`config.mk`:
```
export PLATFORM = sky130hd
export DESIGN_NAME = rtc_prescaler
export DESIGN_NICKNAME = d
export VERILOG_FILES = /design/src/rtl/rtc_prescaler_pkg.sv /design/src/rtl/rtc_prescaler_ctrl.sv /design/src/rtl/rtc_prescaler_dp.sv /design/src/rtl/rtc_prescaler.sv
export SDC_FILE = /design/constraint.sdc
export NUM_CORES = 1
export LEC_CHECK = 0
export CORE_ASPECT_RATIO = 1.2
export CORE_UTILIZATION = 49
export DETAILED_ROUTE_END_ITERATION = 8
export HOLD_SLACK_MARGIN = 0.12
export PLACE_DENSITY = 0.73
export SKIP_LAST_GASP = 1
export SYNTH_ARGS = -nofsm -noshare
export SYNTH_HDL_FRONTEND = slang
export SYNTH_SLANG_ARGS = --single-unit
```
`constraint.sdc`:
```
create_clock -name clk -period 5.6 [get_ports clk]
set_input_delay 1.4 -clock clk [delete_from_list [all_inputs] [get_ports clk]]
set_output_delay 1.4 -clock clk [all_outputs]
set_load 0.1 [all_outputs]
```
`src/rtl/rtc_prescaler_pkg.sv`:
```
package rtc_prescaler_pkg;

  localparam logic [2:0] DIV_RUN = 3'b010;
  localparam logic [2:0] DIV_RST = 3'b111;

  typedef struct packed {
    logic       run;     // counter advances this cycle
    logic       load;    // counter forced to half-second phase
    logic       tapOn;   // periodic source active
    logic [3:0] tapIdx;  // counter bit whose falling edge is the event
  } preCtl_t;

  // Rate code to counter bit: code c (3..15) -> bit c-2, so the period
  // is 2^(c-1) ticks. Codes 1 and 2 reuse the taps of codes 8 and 9.
  function automatic logic [3:0] rateTap(input logic [3:0] code);
    case (code)
      4'd1:    return 4'd6;
      4'd2:    return 4'd7;
      4'd0:    return 4'd0;
      default: return code - 4'd2;
    endcase
  endfunction

endpackage

```
`src/rtl/rtc_prescaler_ctrl.sv`:
```
module rtc_prescaler_ctrl
  import rtc_prescaler_pkg::*;
(
  input  logic       tbEn,
  input  logic [2:0] divSel,
  input  logic [3:0] rateSel,
  output preCtl_t    ctl
);

  always_comb begin
    ctl.load   = (divSel == DIV_RST);
    ctl.run    = (divSel == DIV_RUN) && tbEn;
    ctl.tapOn  = (rateSel != 4'd0);
    ctl.tapIdx = rateTap(rateSel);
  end

endmodule

```
`src/rtl/rtc_prescaler_dp.sv`:
```
module rtc_prescaler_dp
  import rtc_prescaler_pkg::*;
#(
  parameter int CNT_W      = 15,
  parameter int WARN_TICKS = 8,
  parameter int HOLD_TICKS = 64
) (
  input  logic    clk,
  input  logic    rst_n,
  input  preCtl_t ctl,
  input  logic    pieEn,
  input  logic    flagClr,
  output logic    updTick,
  output logic    uipWarn,
  output logic    uipBusy,
  output logic    perTick,
  output logic    perFlag,
  output logic    irqOut
);

  localparam logic [CNT_W-1:0] FULL    = {CNT_W{1'b1}};
  localparam logic [CNT_W-1:0] HALF    = CNT_W'(1) << (CNT_W - 1);
  localparam logic [CNT_W-1:0] WARN_AT = FULL - CNT_W'(WARN_TICKS);
  localparam logic [CNT_W-1:0] HOLD_AT = CNT_W'(HOLD_TICKS - 1);

  logic [CNT_W-1:0] cnt;
  logic [CNT_W-1:0] tapMask;
  logic             perEvt;

  // All bits up to and including the tap; the event is the tick on which
  // they are all ones, i.e. the tap bit falls on the following count.
  assign tapMask = FULL >> (CNT_W - 1 - int'(ctl.tapIdx));
  assign perEvt  = ctl.run && ctl.tapOn && ((cnt & tapMask) == tapMask);

  always_ff @(posedge clk) begin
    if (!rst_n) begin
      cnt     <= HALF;
      updTick <= 1'b0;
      uipWarn <= 1'b0;
      uipBusy <= 1'b0;
      perTick <= 1'b0;
      perFlag <= 1'b0;
    end else begin
      updTick <= ctl.run && (cnt == FULL);
      uipWarn <= ctl.run && (cnt == WARN_AT);
      perTick <= perEvt;

      if (ctl.load)     cnt <= HALF;
      else if (ctl.run) cnt <= cnt + CNT_W'(1);

      if (ctl.load)                         uipBusy <= 1'b0;
      else if (ctl.run && cnt == WARN_AT)   uipBusy <= 1'b1;
      else if (ctl.run && cnt == HOLD_AT)   uipBusy <= 1'b0;

      if (perEvt)       perFlag <= 1'b1;
      else if (flagClr) perFlag <= 1'b0;
    end
  end

  assign irqOut = perFlag && pieEn;

  assert_load_phase_R2: assert property (@(posedge clk) disable iff (!rst_n)
    ctl.load |=> (cnt == HALF));
  assert_upd_pulse_R3: assert property (@(posedge clk) disable iff (!rst_n)
    updTick |=> !updTick);
  assert_busy_cover_R4: assert property (@(posedge clk) disable iff (!rst_n)
    updTick |-> uipBusy);
  assert_hold_phase_R5: assert property (@(posedge clk) disable iff (!rst_n)
    (!ctl.run && !ctl.load) |=> $stable(cnt));
  assert_flag_sticky_R9: assert property (@(posedge clk) disable iff (!rst_n)
    (perFlag && !flagClr) |=> perFlag);
  assert_per_pulse_R10: assert property (@(posedge clk) disable iff (!rst_n)
    perTick |=> !perTick);

endmodule

```
`src/rtl/rtc_prescaler.sv`:
```
module rtc_prescaler
  import rtc_prescaler_pkg::*;
#(
  parameter int CNT_W      = 15,
  parameter int WARN_TICKS = 8,
  parameter int HOLD_TICKS = 64
) (
  input  logic       clk,
  input  logic       rst_n,
  input  logic       tbEn,
  input  logic [2:0] divSel,
  input  logic [3:0] rateSel,
  input  logic       pieEn,
  input  logic       flagClr,
  output logic       updTick,
  output logic       uipWarn,
  output logic       uipBusy,
  output logic       perTick,
  output logic       perFlag,
  output logic       irqOut
);

  preCtl_t ctl;

  rtc_prescaler_ctrl u_ctrl (
    .tbEn    (tbEn),
    .divSel  (divSel),
    .rateSel (rateSel),
    .ctl     (ctl)
  );

  rtc_prescaler_dp #(
    .CNT_W      (CNT_W),
    .WARN_TICKS (WARN_TICKS),
    .HOLD_TICKS (HOLD_TICKS)
  ) u_dp (
    .clk     (clk),
    .rst_n   (rst_n),
    .ctl     (ctl),
    .pieEn   (pieEn),
    .flagClr (flagClr),
    .updTick (updTick),
    .uipWarn (uipWarn),
    .uipBusy (uipBusy),
    .perTick (perTick),
    .perFlag (perFlag),
    .irqOut  (irqOut)
  );

endmodule

```
== Yosys cells after proc, flatten, opt, wreduce, memory -nomap -nowiden ==
Index checks and enable logic that the tools add are counted.
Cells by class
  add/sub/neg operators: 3
  equality and inequality tests: 8
  shifts and indexed selects: 1
  multiplexer cells: 5
  bitwise gates (word level): 2
  reductions and logical operators: 12
Operator list (count)
  15-bit by 32-bit >> shifter with 15-bit output (first input constant): 1
  15-bit == test (second input constant): 2
  15-bit by 1-bit adder with 15-bit output (second input constant): 1
  15-bit bitwise AND: 1
  15-bit == test: 1
  15-bit by 6-bit == test with 1-bit output (second input constant): 1
  4-bit one-hot mux with 3 select lines: 1
  1-bit logical AND: 7
  4-bit by 4-bit subtractor with 5-bit output (first input constant): 1
  4-bit by 1-bit == test with 1-bit output (second input constant): 1
  4-bit by 2-bit == test with 1-bit output (second input constant): 1
  4-bit logical NOT: 1
  1-bit 2-to-1 mux: 4
  2-bit nonzero test: 2
  4-bit nonzero test: 1
  4-bit by 2-bit subtractor with 4-bit output (second input constant): 1
  3-bit by 2-bit == test with 1-bit output (second input constant): 1
  3-bit == test (second input constant): 1
  2-bit OR reduction: 1
  1-bit NOT: 1
Storage, ports and cells
  register bits: 20
  bits of input ports: 12
  output and inout port bits: 6

== Logic depth before layout (Yosys ltp) ==
Gate-level depths: netlist of the first run.
  depth after elaboration: 8
  depth in mapped cells: 11

== Cells and area by module ==
A second synthesis of the first run with hierarchy kept.
Unflattened totals
  cells, all modules: 153
  area, all modules: 1251.2 um^2
Modules (own cells, without submodules)
  rtc_prescaler_dp: times used 1, cells an instance 136, area an instance 1137.3 um^2
  rtc_prescaler_ctrl: times used 1, cells an instance 17, area an instance 113.9 um^2

== Least setup slack after synthesis of the first run ==
OpenSTA, ideal clock, no wires.
  path kind: input-to-output
  start: in pieEn
  end: out irqOut
  arrival time: 2137 ps
  required time: 4200 ps
  setup slack: 2063 ps
  stages on the path: 1
  path buffers: 0
  cell sequence: and2_1
Between the ends
  longest elaborated chain between the ends: 1
RTL lines
  start, declared: RTL line rtc_prescaler.sv:13  | input logic pieEn,
  1-bit logical AND: RTL line rtc_prescaler_dp.sv:60  | assign irqOut = perFlag && pieEn;
  end, declared: RTL line rtc_prescaler.sv:20  | output logic irqOut
No other way between the ends.

== Worst setup path after layout of the first run ==
  start: in rateSel[1]
  end: reg u_dp.perFlag
Between the ends
  longest elaborated chain between the ends: 8
  elaborated cells between the ends (all ways): 14
  those cells by class: 2 x add/sub; 3 x eq/ne; 1 x shift; 2 x mux; 1 x bitwise; 5 x reduce/logical
RTL lines
  start, declared: RTL line rtc_prescaler.sv:12  | input logic [3:0] rateSel,
  4-bit by 2-bit subtractor with 4-bit output, or another cell as far along: RTL line rtc_prescaler_pkg.sv:20  | default: return code - 4'd2;
  4-bit one-hot mux with 3 select lines: RTL line rtc_prescaler_pkg.sv:16  | case (code)
  4-bit by 4-bit subtractor with 5-bit output: RTL line rtc_prescaler_dp.sv:32  | assign tapMask = FULL >> (CNT_W - 1 - int'(ctl.tapIdx));
  15-bit by 32-bit >> shifter with 15-bit output: RTL line rtc_prescaler_dp.sv:32
  15-bit bitwise AND: RTL line rtc_prescaler_dp.sv:33  | assign perEvt = ctl.run && ctl.tapOn && ((cnt & tapMask) == tapMask);
  15-bit == test: RTL line rtc_prescaler_dp.sv:33
  1-bit logical AND (*): RTL line rtc_prescaler_dp.sv:33
  1-bit 2-to-1 mux / 2-bit nonzero test (equally long branches)
  end signal, assigned: RTL line rtc_prescaler_dp.sv:42  | perFlag <= 1'b0;
  end signal, assigned: RTL line rtc_prescaler_dp.sv:55  | if (perEvt) perFlag <= 1'b1;
  end signal, assigned: RTL line rtc_prescaler_dp.sv:56  | else if (flagClr) perFlag <= 1'b0;
  end, declared: RTL line rtc_prescaler_dp.sv:17  | output logic perFlag,
Every way passes the cells marked *; elsewhere a longest branch is shown, timed or not.
A chain may end at the register's enable or synchronous reset.

==> flow_metrics.env, run 1 <==
export IMPL_rr_startpoint="u_dp.cnt[0]$_SDFFE_PP0P_"
export IMPL_grt_pass1_wl_um=4430
export IMPL_r2r_cells=6
export IMPL_seq_area_um2=400
export IMPL_cts_hold_buf=0
export IMPL_seq_power_share=0.457
export IMPL_grtUsageTotal=0.215
export IMPL_ys_seq_area_frac=0.320
export IMPL_grt_pass1_vias=1048
export IMPL_cts_sinks=20
export IMPL_hold_violations=0
export IMPL_grt_max_degree=16
export IMPL_synth_area_leaders="dfxtp_1 32%, nor2_1 7.8%, xor2_1 5.6%, nand4_1 3.5%, xnor2_1 3.5%"
export IMPL_initial_core_util=0.532
export IMPL_coreArea_um2=2350
export IMPL_rrSetupSlack_ps=3860
export IMPL_synth_cell_type_count=41
export IMPL_synthArstFlopShare=0
export IMPL_maxCapViolations=0
export IMPL_ctsResizeCount=0
export IMPL_final_cell_mix="26 x nor2_1, 20 x dfxtp_1, 16 x clkdlybuf4s50_1, 8 x nand3_1, 8 x xor2_1"
export IMPL_timing_final_crit_share=0.683
export IMPL_max_freq_ghz=0.261
export IMPL_post_route_min_period_ps=3820
export IMPL_htreeDepth=1
export IMPL_finalNonFillerCells=199
export IMPL_hp_class="register to register"
export IMPL_p_leak_nw=0.510
export IMPL_synth_main_ff_cell="dfxtp_1"
export IMPL_synth_top_cell_area_share=0.320
export IMPL_design_area_um2=1480
export IMPL_grt_setup_unrepaired="false"
export IMPL_wl_per_cell_um=13.5
export IMPL_drt_first_pass_iters=4
export IMPL_dp_hpwl_um=2000
export IMPL_syn_inst=151
export IMPL_reg2reg_to="u_dp.cnt[14]$_SDFFE_PP1P_"
export IMPL_p_int_mw=0.238
export IMPL_vias=1177
export IMPL_cp_end_kind="register"
export IMPL_cts_buffers=3
export IMPL_synth_edff_count=0
export IMPL_yosysTopAreaCell="dfxtp_1"
export IMPL_synth_warning_count=0
export IMPL_status="completed"
export IMPL_die_area_um2=2760
export IMPL_tns_ps=0
export IMPL_syn_avg_cell_area_um2=8.29
export IMPL_cp_max_fo=7
export IMPL_clk_pin_slew_worst_paths_ps=120
export IMPL_relSlewSlack=0.354
export IMPL_grt_use_met3=0.0190
export IMPL_crit_buf_inv=2
export IMPL_p_sw_mw=0.0740
export IMPL_drtIter0Drc=38
export IMPL_place_inst=195
export IMPL_place_gp_congestion=0.874
export IMPL_arrival_ps=4030
export IMPL_worst_path_max_delay_cell="clkdlybuf4s50_1"
export IMPL_busiest_layer="met2"
export IMPL_hold_path_startpoint="u_dp.uipBusy$_SDFFE_PP0P_"
export IMPL_hold_path_end="u_dp.uipBusy$_SDFFE_PP0P_"
export IMPL_overflow=0
export IMPL_start_kind="primary input"
export IMPL_layout_drive_gt1_share=0.0833
export IMPL_multi_input_area_um2=787
export IMPL_rows=19
export IMPL_clk_path_buf_depth=2
export IMPL_via_per_inst=5.91
export IMPL_antenna_left=0
export IMPL_synthesis_area_um2=1250
export IMPL_synth_seq_cells=20
export IMPL_nNetsFinal=184
export IMPL_drc=0
export IMPL_gr_usage_met1=0.280
export IMPL_critPathTopFamily="simple AND/OR/NAND/NOR gates"
export IMPL_grt_util_met2=0.367
export IMPL_crit_required_ps=5810
export IMPL_power_density_nw_per_um2=211
export IMPL_switching_share=0.237
export IMPL_postPlaceCellArea_um2=1430
export IMPL_final_common_cell="nor2_1"
export IMPL_cts_root_buf="clkbuf_4"
export IMPL_p_clk_frac=0.373
export IMPL_worstSetupPathType="primary input to register"
export IMPL_cts_tree="yes"
export IMPL_post_place_ws_ps=1470
export IMPL_clk_latency_ps=300
export IMPL_drv_slew=0
export IMPL_post_cts_buffers=0
export IMPL_die_y_um=57.4
export IMPL_skew_ps=5.39
export IMPL_grt_antenna_before_repair=0
export IMPL_nFillCells=192
export IMPL_min_path_cells=2
export IMPL_setup_viol=0
export IMPL_cpPeakStageDelay_ps=560
export IMPL_holdWs_ps=514
export IMPL_die_x_um=48.1
export IMPL_io_pins=18
export IMPL_syn2layout_area_growth_pct=18.3
export IMPL_combPwrFrac=0.170
export IMPL_peakVddDrop_uv=178
export IMPL_path_cells="clkdlybuf4s50_1 > nor4_2 > nor2_1 > ha_1 > inv_1 > or3_1 > a2bb2oi_1 > o21ai_0 > a22oi_1 > a32o_1"
export IMPL_port_buffers=17
export IMPL_timing_final_ws_setup_ps=1780
export IMPL_wl_um=2690
export IMPL_antenna_cells=0
export IMPL_syn_nets=166
export IMPL_worst_slew_pin_slew_ps=966
-- routing by layer --
metal	vias up	routed length, um
met5	-	0
met4	0	40
met1	547	1180
met3	6	136
li1	583	-
met2	41	1320
-- per-stage QoR --
step | total power, mW | util
after detailed placement | 0.198 | 0.607
final | 0.312 | 0.629
after CTS | 0.315 | 0.629
after global placement | 0.197 | 0.607
after global routing | 0.325 | 0.629
after floorplan | 0.184 | -
-- state kept, by name, summed over array words and instances (netlist names) --
signal and count:
u_dp.cnt 15, u_dp.perFlag 1, u_dp.perTick 1, u_dp.uipBusy 1, u_dp.uipWarn 1, u_dp.updTick 1
-- layout make-up --
class                   count  area share
repair buffers             18       0.118
inverters                   7      0.0178
well taps                  31      0.0262
clock buffers               3      0.0152
multi-input cells         119       0.532
flip-flops and latches     20       0.270
clock inverters             1      0.0203
-- kinds of logic (layout without fill, tap and decap cells) --
logic type	count (synthesis)	after routing	share of synthesized area
AOI/OAI and AO/OA	30	30	0.189
xor gates and xnor gates	14	14	0.104
adders and majority gates	3	3	0.0300
buffers and inverters	12	29	0.0510
DFF	20	20	0.320
muxes	1	1	0.00800
and+or+nand+nor	71	71	0.298
-- cell usage after synthesis (all sizes together), types with 2 or more instances --
| cell | number |
|---|---|
| xor2 | 8 |
| clkbuf | 2 |
| nor4 | 4 |
| nand2 | 6 |
| nor3 | 4 |
| o211ai | 3 |
| a2111oi | 2 |
| or3 | 2 |
| o21ai | 6 |
| inv | 7 |
| a2bb2oi | 3 |
| buf | 3 |
| nand4 | 7 |
| a21oi | 6 |
| and3 | 2 |
| nand3 | 8 |
| and2 | 3 |
| xnor2 | 6 |
| nand2b | 2 |
| a311oi | 2 |
| o21bai | 2 |
| nor2 | 26 |
| dfxtp | 20 |
| ha | 3 |
| nand3b | 2 |
-- power by group through the flow --
stage	Clock, mW	Sequential [mW]	Combinational (mW)
final	0.117	0.143	0.0529
after global routing	0.125	0.143	0.0573
after CTS	0.119	0.143	0.0525
after detailed placement	0	0.146	0.0522
after global placement	0	0.146	0.0507
after floorplan	0	0.146	0.0377
-- worst max path at each step --
stage / start / endpoint / slack (ps) / depth (start not counted)
CTS: rateSel[1] / u_dp.perFlag$_SDFFE_PN0P_ / 1790 / 10
detailed placement: rateSel[1] / u_dp.perFlag$_SDFFE_PN0P_ / 1470 / 10
finish: rateSel[1] / u_dp.perFlag$_SDFFE_PN0P_ / 1780 / 10
floorplan: pieEn / irqOut / 2060 / 1
global route: rateSel[1] / u_dp.perFlag$_SDFFE_PN0P_ / 1590 / 10
global placement: rateSel[3] / u_dp.perFlag$_SDFFE_PN0P_ / 1580 / 11
-- worst register-to-register path, delay by kind of cell, from the launching register on --
| kind | cells | cell delay (ps) |
|---|---|---|
| flip-flops | 1 | 400 |
| XOR/XNOR | 1 | 170 |
| adder cells (fa/ha/maj) | 1 | 220 |
| AND/OR/NAND/NOR | 4 | 820 |
(Power assumes the default switching activity.)
==> inputs of run 2 (changes only) <==
Settings changed: CORE_UTILIZATION 49 to 48, PLACE_DENSITY 0.73 to 0.75.
Clock period 5.6 ns to 3.5 ns, I/O delays scaled along.
==> run 2 against run 1 <==
Against the previous run: sequential share of layout area is 0.29 points lower; cell area up 1.1%; highest routed layer unchanged; critical path type unchanged; worst setup slack lost 1400 ps; register-to-register slack worse by 2100 ps.
==> flow_metrics.env, run 2 (same netlist as run 1, synthesis figures left out) <==
export IMPL_final_cell_mix="26 x nor2_1, 20 x dfxtp_1, 13 x buf_4, 11 x clkdlybuf4s50_1"
export IMPL_post_place_ws_ps=39.6
export IMPL_peakVddDrop_uv=232
export IMPL_crit_start="rateSel[0]"
export IMPL_rr_startpoint="u_dp.cnt[0]$_SDFFE_PP0P_"
export IMPL_place_gp_congestion=0.825
export IMPL_rrSetupSlack_ps=1770
export IMPL_final_common_cell="nor2_1"
export IMPL_ctsResizeCount=0
export IMPL_io_pins=18
export IMPL_via_per_inst=5.85
export IMPL_hold_violations=0
export IMPL_setup_viol=0
export IMPL_worstSetupPathType="primary input to register"
export IMPL_clk_latency_ps=300
export IMPL_die_area_um2=2820
export IMPL_grt_pass1_wl_um=4830
export IMPL_overflow=0
export IMPL_design_area_um2=1500
export IMPL_hp_class="register to register"
export IMPL_final_util=0.629
export IMPL_grtUsageTotal=0.215
export IMPL_crit_required_ps=3700
export IMPL_vias=1200
export IMPL_wl_um=2820
export IMPL_largest_reg_flops=15
export IMPL_p_leak_nw=0.542
export IMPL_cts_sinks=20
export IMPL_maxCapViolations=0
export IMPL_place_inst=201
export IMPL_arrival_ps=3370
export IMPL_grt_antenna_before_repair=0
export IMPL_initial_core_util=0.526
export IMPL_syn2layout_area_growth_pct=19.6
export IMPL_die_x_um=48.6
export IMPL_finalNonFillerCells=205
export IMPL_antenna_left=0
export IMPL_cp_max_fo=7
export IMPL_reg2reg_to="u_dp.cnt[14]$_SDFFE_PP1P_"
export IMPL_rows=19
export IMPL_die_y_um=57.9
export IMPL_relSlewSlack=0.655
export IMPL_grt_max_degree=16
export IMPL_wl_per_cell_um=13.8
export IMPL_clk_path_buf_depth=2
export IMPL_coreArea_um2=2380
export IMPL_cts_tree="yes"
export IMPL_post_route_min_period_ps=3170
export IMPL_timing_final_crit_share=0.906
export IMPL_r2r_cells=6
export IMPL_status="completed"
export IMPL_postPlaceCellArea_um2=1460
export IMPL_grt_pass1_vias=1128
export IMPL_cts_buffers=3
export IMPL_antenna_cells=0
export IMPL_dp_hpwl_um=2220
export IMPL_power_mw=0.456
export IMPL_post_cts_buffers=0
export IMPL_drt_first_pass_iters=4
export IMPL_skew_ps=6.04
export IMPL_layout_drive_gt1_share=0.144
export IMPL_port_buffers=17
export IMPL_tns_ps=0
export IMPL_worst_slew_pin_slew_ps=517
export IMPL_drc=0
export IMPL_cts_root_buf="clkbuf_4"
export IMPL_timing_final_ws_setup_ps=328
export IMPL_grt_setup_unrepaired="false"
export IMPL_drtIter0Drc=32
export IMPL_largest_register="u_dp.cnt"
export IMPL_cp_endpoint="u_dp.perFlag$_SDFFE_PN0P_"
export IMPL_start_kind="primary input"
export IMPL_power_density_nw_per_um2=305
export IMPL_max_freq_ghz=0.315
export IMPL_htreeDepth=1
export IMPL_holdWs_ps=520
export IMPL_clk_pin_slew_worst_paths_ps=120
export IMPL_cp_end_kind="register"
export IMPL_nNetsFinal=190
export IMPL_cts_hold_buf=0
export IMPL_drv_slew=0
[run 2: changes by cell type in the layout (fill, tap and decap cells not counted), sizes merged]
| cell | change |
|---|---|
| bufinv | -1 |
| clkbuf | +1 |
| buf | +11 |
| clkdlybuf4s50 | -5 |
[run 2: critical path: stages]
cell             delay (ps)
clkdlybuf4s50_1         550
nor4_2                  380
nor2_1                   80
ha_1                    320
inv_1                    50
or3_1                   430
o21bai_1                190
a21oi_1                 160
a22oi_1                 110
a32o_1                  220
[run 2: worst min-delay path by stage]
stage | endpoint | slack, ps | cells after the start | from
2_1_floorplan | u_dp.cnt[1]$_SDFFE_PP0P_ | 480 | 2 | u_dp.cnt[1]$_SDFFE_PP0P_
3_3_place_gp | u_dp.uipBusy$_SDFFE_PP0P_ | 480 | 2 | u_dp.uipBusy$_SDFFE_PP0P_
3_5_place_dp | u_dp.uipBusy$_SDFFE_PP0P_ | 500 | 2 | u_dp.uipBusy$_SDFFE_PP0P_
4_1_cts | u_dp.uipBusy$_SDFFE_PP0P_ | 530 | 2 | u_dp.uipBusy$_SDFFE_PP0P_
5_1_grt | u_dp.uipBusy$_SDFFE_PP0P_ | 550 | 2 | u_dp.uipBusy$_SDFFE_PP0P_
6_report | u_dp.uipBusy$_SDFFE_PP0P_ | 520 | 2 | u_dp.uipBusy$_SDFFE_PP0P_
[run 2: report_power, final]
group	internal [mW]	switching [mW]	total [mW]
registers	0.228	0.000454	0.228
clock network	0.0634	0.0726	0.136
logic	0.0432	0.0488	0.0920
total	0.335	0.122	0.456
[run 2: layout make-up]
class,instances,area [um2]
clock buffers,4,36.3
fillers,207,881
inverters,7,26.3
multi-input cells,119,787
flip-flops and latches,20,400
well taps,31,38.8
repair buffers,24,208
[run 2: per-layer routing]
metal,part of all wire,GRT usage
met4,0.012,0.0504
met5,0,0
met3,0.067,0.0289
met2,0.51,0.395
met1,0.41,0.266
